File: config.mk
export PLATFORM = sky130hd
export DESIGN_NAME = moesi_line_ctrl
export DESIGN_NICKNAME = d
export VERILOG_FILES = /design/src/rtl/moesi_line_ctrl.sv
export SDC_FILE = /design/constraint.sdc
export NUM_CORES = 1
export LEC_CHECK = 0
export BUFFER_PORTS_ARGS = -buffer_cell sky130_fd_sc_hd__clkbuf_2
export CAP_MARGIN = 25
export CORE_ASPECT_RATIO = 1.5
export CORE_UTILIZATION = 37
export DETAILED_ROUTE_END_ITERATION = 10
export GPL_TIMING_DRIVEN = 0
export PLACE_DENSITY = 0.66
export SLEW_MARGIN = 10
export SYNTH_ARGS = -nofsm -noshare
export SYNTH_HDL_FRONTEND = slang
export SYNTH_SLANG_ARGS = --single-unit
File: constraint.sdc
create_clock -name clk -period 9.9 [get_ports clk]
set_input_delay 0.99 -clock clk [delete_from_list [all_inputs] [get_ports clk]]
set_output_delay 0.99 -clock clk [all_outputs]
set_load 0.01 [all_outputs]
File: src/rtl/moesi_line_ctrl.sv
module moesi_line_ctrl #(
  parameter int ADDR_W = 8,
  parameter int DATA_W = 16,
  parameter int SETS   = 4
) (
  input  logic              clk,
  input  logic              rst_n,
  input  logic              core_req,
  input  logic              core_we,
  input  logic [ADDR_W-1:0] core_addr,
  input  logic [DATA_W-1:0] core_wdata,
  output logic              core_done,
  output logic [DATA_W-1:0] core_rdata,
  output logic              bus_req,
  output logic [1:0]        bus_cmd,
  output logic [ADDR_W-1:0] bus_addr,
  input  logic              bus_gnt,
  input  logic [DATA_W-1:0] bus_rdata,
  input  logic              bus_shared,
  input  logic              snp_valid,
  input  logic [1:0]        snp_cmd,
  input  logic [ADDR_W-1:0] snp_addr,
  output logic              snp_hit,
  output logic              snp_supply,
  output logic [DATA_W-1:0] snp_data,
  output logic              wb_req,
  output logic [ADDR_W-1:0] wb_addr,
  output logic [DATA_W-1:0] wb_data,
  input  logic              wb_ack
);
  localparam int IW = $clog2(SETS);
  localparam int TW = ADDR_W - IW;

  localparam logic [2:0] LS_I = 3'b000;
  localparam logic [2:0] LS_S = 3'b001;
  localparam logic [2:0] LS_E = 3'b010;
  localparam logic [2:0] LS_O = 3'b011;
  localparam logic [2:0] LS_M = 3'b100;

  localparam logic [1:0] CMD_RD  = 2'b01;
  localparam logic [1:0] CMD_WR  = 2'b10;
  localparam logic [1:0] CMD_INV = 2'b11;

  typedef enum logic [1:0] {F_IDLE, F_WB, F_BUS, F_RESP} fsm_t;

  fsm_t              fsm;
  logic [2:0]        line_st   [SETS];
  logic [TW-1:0]     line_tag  [SETS];
  logic [DATA_W-1:0] line_data [SETS];

  logic              p_we;
  logic [ADDR_W-1:0] p_addr;
  logic [DATA_W-1:0] p_wdata;
  logic [DATA_W-1:0] rdata_q;
  logic [ADDR_W-1:0] wb_addr_q;
  logic [DATA_W-1:0] wb_data_q;

  wire [IW-1:0] c_idx = core_addr[IW-1:0];
  wire [TW-1:0] c_tag = core_addr[ADDR_W-1:IW];
  wire [IW-1:0] s_idx = snp_addr[IW-1:0];
  wire [TW-1:0] s_tag = snp_addr[ADDR_W-1:IW];
  wire [IW-1:0] p_idx = p_addr[IW-1:0];
  wire [TW-1:0] p_tag = p_addr[ADDR_W-1:IW];

  wire [2:0] c_st    = line_st[c_idx];
  wire       c_hit   = (c_st != LS_I) && (line_tag[c_idx] == c_tag);
  wire       c_dirty = (c_st == LS_M) || (c_st == LS_O);
  wire       c_go    = (fsm == F_IDLE) && core_req && !(snp_valid && s_idx == c_idx);

  wire [2:0] s_st = line_st[s_idx];
  assign snp_hit    = snp_valid && (s_st != LS_I) && (line_tag[s_idx] == s_tag);
  assign snp_supply = snp_hit && ((s_st == LS_M) || (s_st == LS_O));
  assign snp_data   = line_data[s_idx];

  wire p_upgrade = p_we && (line_tag[p_idx] == p_tag) &&
                   ((line_st[p_idx] == LS_S) || (line_st[p_idx] == LS_O));

  assign bus_req    = (fsm == F_BUS);
  assign bus_addr   = p_addr;
  assign bus_cmd    = !p_we ? CMD_RD : (p_upgrade ? CMD_INV : CMD_WR);
  assign wb_req     = (fsm == F_WB);
  assign wb_addr    = wb_addr_q;
  assign wb_data    = wb_data_q;
  assign core_done  = (fsm == F_RESP);
  assign core_rdata = rdata_q;

  always_ff @(posedge clk) begin
    if (!rst_n) begin
      fsm       <= F_IDLE;
      p_we      <= 1'b0;
      p_addr    <= '0;
      p_wdata   <= '0;
      rdata_q   <= '0;
      wb_addr_q <= '0;
      wb_data_q <= '0;
      for (int i = 0; i < SETS; i++) begin
        line_st[i]   <= LS_I;
        line_tag[i]  <= '0;
        line_data[i] <= '0;
      end
    end else begin
      if (snp_hit) begin
        if (snp_cmd == CMD_RD) begin
          if (s_st == LS_E) line_st[s_idx] <= LS_S;
          if (s_st == LS_M) line_st[s_idx] <= LS_O;
        end else begin
          line_st[s_idx] <= LS_I;
        end
      end
      case (fsm)
        F_IDLE: if (c_go) begin
          p_we    <= core_we;
          p_addr  <= core_addr;
          p_wdata <= core_wdata;
          if (c_hit && !core_we) begin
            rdata_q <= line_data[c_idx];
            fsm     <= F_RESP;
          end else if (c_hit && (c_st == LS_M || c_st == LS_E)) begin
            line_data[c_idx] <= core_wdata;
            line_st[c_idx]   <= LS_M;
            rdata_q          <= core_wdata;
            fsm              <= F_RESP;
          end else if (!c_hit && c_dirty) begin
            wb_addr_q <= {line_tag[c_idx], c_idx};
            wb_data_q <= line_data[c_idx];
            fsm       <= F_WB;
          end else begin
            fsm <= F_BUS;
          end
        end
        F_WB: if (wb_ack) begin
          line_st[p_idx] <= LS_I;
          fsm            <= F_BUS;
        end
        F_BUS: if (bus_gnt) begin
          line_tag[p_idx]  <= p_tag;
          line_data[p_idx] <= p_we ? p_wdata : bus_rdata;
          rdata_q          <= p_we ? p_wdata : bus_rdata;
          line_st[p_idx]   <= p_we ? LS_M : (bus_shared ? LS_S : LS_E);
          fsm              <= F_RESP;
        end
        default: fsm <= F_IDLE;
      endcase
    end
  end


  wb_before_bus_chk: assert property (@(posedge clk) disable iff (!rst_n)
    wb_req |-> !bus_req);


  wb_hold_chk: assert property (@(posedge clk) disable iff (!rst_n)
    (wb_req && !wb_ack) |=> (wb_req && $stable(wb_addr) && $stable(wb_data)));


  bus_hold_chk: assert property (@(posedge clk) disable iff (!rst_n)
    (bus_req && !bus_gnt) |=> (bus_req && $stable(bus_addr)));


  supply_needs_hit_chk: assert property (@(posedge clk) disable iff (!rst_n)
    snp_supply |-> snp_hit);


  snoop_kill_chk: assert property (@(posedge clk) disable iff (!rst_n)
    (snp_hit && snp_cmd != CMD_RD && !bus_gnt) |=> (line_st[$past(s_idx)] == LS_I));


  owned_no_wb_chk: assert property (@(posedge clk) disable iff (!rst_n)
    (snp_supply && snp_cmd == CMD_RD && !wb_req && !core_req) |=> !wb_req);


  done_pulse_chk: assert property (@(posedge clk) disable iff (!rst_n)
    core_done |=> !core_done);
endmodule

==> metrics.txt <==
# TYPE chip_impl_metric gauge
chip_impl_metric{name="ys_seq_elements",unit=""} 169
chip_impl_info{name="layout_commonest_cell",value="clkbuf_2"} 1
chip_impl_metric{name="worst_hold_path.num_cells",unit=""} 2
chip_impl_metric{name="post_cts.resized_instances",unit=""} 0
chip_impl_metric{name="crit_buf_inv",unit=""} 3
chip_impl_metric{name="grt_max_degree",unit=""} 17
chip_impl_info{name="worst_path_most_repeated_cell",value="buf_6"} 1
chip_impl_metric{name="avgRoutedWirePerCell",unit="µm"} 22.2
chip_impl_metric{name="grt.overflow.total",unit=""} 0
chip_impl_metric{name="post_synth.cell_area_avg",unit="µm²"} 11.1
chip_impl_metric{name="totalNegativeSetupSlack",unit="ns"} 0
chip_impl_metric{name="ys_seq_area_share",unit="%"} 47.7
chip_impl_info{name="regToRegStartpoint",value="line_tag[3][1]$_DFFE_PP_"} 1
chip_impl_info{name="rsz_0062_raised_after_global_routing",value="false"} 1
chip_impl_metric{name="peakVddDrop",unit="mV"} 0.116
chip_impl_info{name="cts_tree",value="yes"} 1
chip_impl_metric{name="cts-hold-fix-buffers",unit=""} 0
chip_impl_metric{name="later_pin_clock_latency_in_the_skew_report",unit="ns"} 0.44
chip_impl_metric{name="finalNetCount",unit=""} 1039
chip_impl_metric{name="grt_first_pass_wirelength",unit="mm"} 43.8
chip_impl_info{name="status",value="complete, no violations"} 1
chip_impl_metric{name="timing.final.setup_violations",unit=""} 0
chip_impl_metric{name="layout.filler_cells",unit=""} 2392
chip_impl_info{name="root_buffer_master",value="clkbuf_16"} 1
chip_impl_metric{name="timing.critical_path.slowest_cell_delay",unit="ns"} 0.73
chip_impl_info{name="whs_endpoint",value="p_wdata[0]$_SDFFE_PN0P_"} 1
chip_impl_metric{name="synth_nets",unit=""} 889
chip_impl_metric{name="floorplan.die.height",unit="µm"} 195
chip_impl_info{name="hold_wc_path_type",value="reg -> reg"} 1
chip_impl_metric{name="synth_top_area_share",unit="%"} 32.7
chip_impl_metric{name="cts.htree.levels",unit=""} 4
chip_impl_metric{name="power_frac_seq",unit="%"} 41.9
chip_impl_metric{name="pre_cts_slack",unit="ns"} 4.79
chip_impl_metric{name="switching_share",unit="%"} 34.0
chip_impl_metric{name="cts_max_path_buffers",unit=""} 2
chip_impl_metric{name="io-pin-count",unit=""} 129
chip_impl_metric{name="sinks_on_clock_net",unit=""} 169
chip_impl_metric{name="cap_viol_max_count",unit=""} 0
chip_impl_metric{name="post_cts_buffers",unit=""} 0
chip_impl_metric{name="first_iter_violations",unit=""} 753
chip_impl_metric{name="drive_gt1_share",unit="%"} 25.4
chip_impl_metric{name="asyncSetResetFlopFracSynth",unit="%"} 0
chip_impl_metric{name="die_area",unit="µm²"} 25500
chip_impl_metric{name="synth_enable_flop_cells",unit=""} 100
chip_impl_metric{name="combPwrFrac",unit="%"} 27.4
chip_impl_info{name="post-synth-top-area-cell",value="edfxtp_1"} 1
chip_impl_metric{name="antenna_nets_post_route",unit=""} 0
chip_impl_metric{name="floorplan.die.width",unit="µm"} 131
chip_impl_metric{name="final.setup_skew",unit="ns"} 0.00987
chip_impl_info{name="critPathCaptureType",value="flip-flop"} 1
chip_impl_metric{name="timing_max_transition_violations_final",unit=""} 0
chip_impl_metric{name="antenna-diode-count",unit=""} 0
chip_impl_metric{name="pwr-share-clk",unit="%"} 30.7
chip_impl_metric{name="placer_congestion_estimate",unit=""} 0.896
chip_impl_metric{name="first_global_vias",unit=""} 7477
chip_impl_metric{name="rows",unit=""} 70
chip_impl_metric{name="synth_cells",unit=""} 827
chip_impl_info{name="cpLargestDelayFamily",value="simple AND/OR/NAND/NOR gates"} 1
chip_impl_metric{name="layout_min_cycle_time",unit="ns"} 4.42
chip_impl_metric{name="max_freq",unit="MHz"} 226
chip_impl_metric{name="detail_route.drc_violations",unit=""} 0
chip_impl_metric{name="route.vias.total",unit=""} 7475
chip_impl_metric{name="drt-total-wl",unit="mm"} 29.2
chip_impl_metric{name="cellLeakagePower",unit="nW"} 4.20
chip_impl_metric{name="global_route.usage.total",unit="%"} 23.9
chip_impl_info{name="reg2reg_capture_point",value="line_data[2][2]$_SDFFCE_PN0P_"} 1
chip_impl_metric{name="setup.reg_to_reg.worst_slack",unit="ns"} 5.91
chip_impl_metric{name="power.density",unit="nW/µm²"} 196
chip_impl_metric{name="floorplan.initialDensity",unit="%"} 37.7
chip_impl_metric{name="area.growth.synth_to_final",unit="%"} 17.8
chip_impl_metric{name="avg_vias_per_cell",unit=""} 5.69
chip_impl_metric{name="finalHoldViolations",unit=""} 0
chip_impl_metric{name="dp_hpwl",unit="mm"} 22.3
chip_impl_metric{name="worst_r2r_path_depth",unit=""} 7
chip_impl_metric{name="cts-buffers-inserted",unit=""} 17
chip_impl_metric{name="post_synth_cell_types",unit=""} 52
chip_impl_metric{name="post_synth_instance_area",unit="µm²"} 9190
chip_impl_info{name="synth.top_cells.by_area",value="edfxtp_1, dfxtp_1, mux4_2"} 1
chip_impl_metric{name="worstPathRequired",unit="ns"} 9.96
chip_impl_metric{name="core-area",unit="µm²"} 24300
chip_impl_info{name="setup_crit_start_kind",value="primary input"} 1
chip_impl_info{name="yosys_most_used_dff",value="edfxtp_1"} 1
chip_impl_metric{name="design_internal_power",unit="mW"} 1.40
chip_impl_metric{name="clkTransAtPathRegs",unit="ns"} 0.06
chip_impl_info{name="path_class",value="in -> reg"} 1
chip_impl_metric{name="yosys_warnings",unit=""} 0
chip_impl_metric{name="timing.final.crit_share",unit="%"} 44.6
chip_impl_metric{name="critPathMaxFanout",unit=""} 16
chip_impl_info{name="crit_path_top_delay_cell",value="nor4_4"} 1
chip_impl_metric{name="finalWorstSetupSlack",unit="ns"} 5.48
chip_impl_metric{name="power_switching",unit="mW"} 0.721
chip_impl_metric{name="worst_slew_margin_relative_to_its_limit",unit="%"} 37.2
chip_impl_metric{name="drt_first_pass_iters",unit=""} 5
chip_impl_metric{name="grt_antenna_before_repair",unit=""} 0
chip_impl_info{name="layout_common_cells",value="clkbuf_2, nor2_1, edfxtp_1, nand2_1, dfxtp_1"} 1
chip_impl_info{name="min-delay-start",value="p_wdata[0]$_SDFFE_PN0P_"} 1
chip_impl_metric{name="io_buffer_count",unit=""} 125
chip_impl_info{name="critical_path.cell_chain",value="buf_6, buf_6, mux4_2, xnor2_2, nand4_1, nor4_4, a21oi_2, clkbuf_1, nand2_1"} 1
chip_impl_metric{name="cp_data_arrival_time",unit="ns"} 4.48
chip_impl_metric{name="tightest_slew",unit="ns"} 0.933
[per-stage QoR]
| stage | util (%) | power (mW) | instance area, µm² | instances | hold WS [ns] |
|---|---|---|---|---|---|
| 3_5_place_dp | 42.0 | 1.48 | 10200 | 1278 | 0.448 |
| 5_1_grt | 44.5 | 2.21 | 10800 | 1314 | 0.467 |
| 4_1_cts | 44.4 | 2.13 | 10800 | 1310 | 0.457 |
| 2_1_floorplan | - | 1.26 | 9190 | 827 | 0.436 |
| 3_3_place_gp | 42.0 | 1.47 | 10200 | 1276 | 0.441 |
| 6_report | 44.5 | 2.12 | 10800 | 1314 | 0.455 |
[worst max-delay path by stage]
stage | start | to | slack [ns] | depth (start not counted)
finish | core_addr[0] | line_data[2][2]$_SDFFCE_PN0P_ | 5.48 | 9
global route | core_addr[0] | line_data[2][2]$_SDFFCE_PN0P_ | 5.21 | 9
CTS | core_addr[1] | line_data[2][2]$_SDFFCE_PN0P_ | 5.22 | 9
detailed placement | core_addr[1] | line_data[2][8]$_SDFFCE_PN0P_ | 4.79 | 9
global placement | core_addr[1] | line_data[2][8]$_SDFFCE_PN0P_ | 4.81 | 9
floorplan | core_addr[0] | line_data[0][0]$_SDFFCE_PN0P_ | 6.04 | 9
[state kept, by name, indices dropped and copies added (netlist names), named ones only]
name and flops:
line_st 12, p_wdata 16, core_rdata 16, line_data 64, wb_addr 8, fsm 2, wb_data 16, line_tag 24
p_we 1, bus_addr 8
[power groups by stage]
stage                     registers [mW]  logic [mW]  clock network, mW
after global placement             0.901       0.568                  0
after global routing               0.901       0.625              0.685
after detailed placement           0.905       0.576                  0
after CTS                          0.890       0.579              0.656
final                              0.890       0.582              0.651
after floorplan                    0.904       0.359                  0
[cell usage after synthesis, types with 16 or more instances]
library cell / instances
nor2_1: 111
edfxtp_1: 100
nand2_1: 96
dfxtp_1: 69
mux4_2: 56
mux2i_1: 48
clkbuf_1: 43
a21oi_1: 30
inv_1: 26
nand4_1: 23
a31oi_1: 21
and2_1: 20
nor4b_1: 16
o31a_1: 16
o31ai_1: 16
[final cells by class]
cell class	instances	area, µm²	share of cell area, %
Buffer	67	292	2.69
Clock buffer	22	495	4.57
Clock inverter	10	81.3	0.751
Tap cell	324	405	3.74
Inverter	27	101	0.936
Multi-Input combinational cell	564	4410	40.8
Sequential cell	169	4380	40.5
Timing Repair Buffer	131	657	6.07
[logic make-up (layout without fill, tap and decap cells)]
logic type      Yosys count  after routing  share of synthesized area, %
simple gates            308            308                          15.8
compound gates          126            126                          10.4
flops                   169            169                          47.7
xor+xnor                 22             22                          2.34
mux                     104            104                          18.9
buf+inv                  94            257                          4.27
fa+ha+maj                 4              4                         0.545
[tightest hold or removal path, cell delays in order, from the launching register on]
cell	delay, ns
dfxtp_1	0.31
nand2_1	0.05
a21oi_1	0.05
[per-layer routing]
layer | global-route usage (%) | vias up | share of wire (%)
li1 | - | 3396 | -
met1 | 27.2 | 3661 | 36
met2 | 41.0 | 334 | 52
met3 | 3.42 | 84 | 5.9
met4 | 15.8 | 0 | 6.4
met5 | 0 | - | 0
Power figures use the tool's default switching activity.
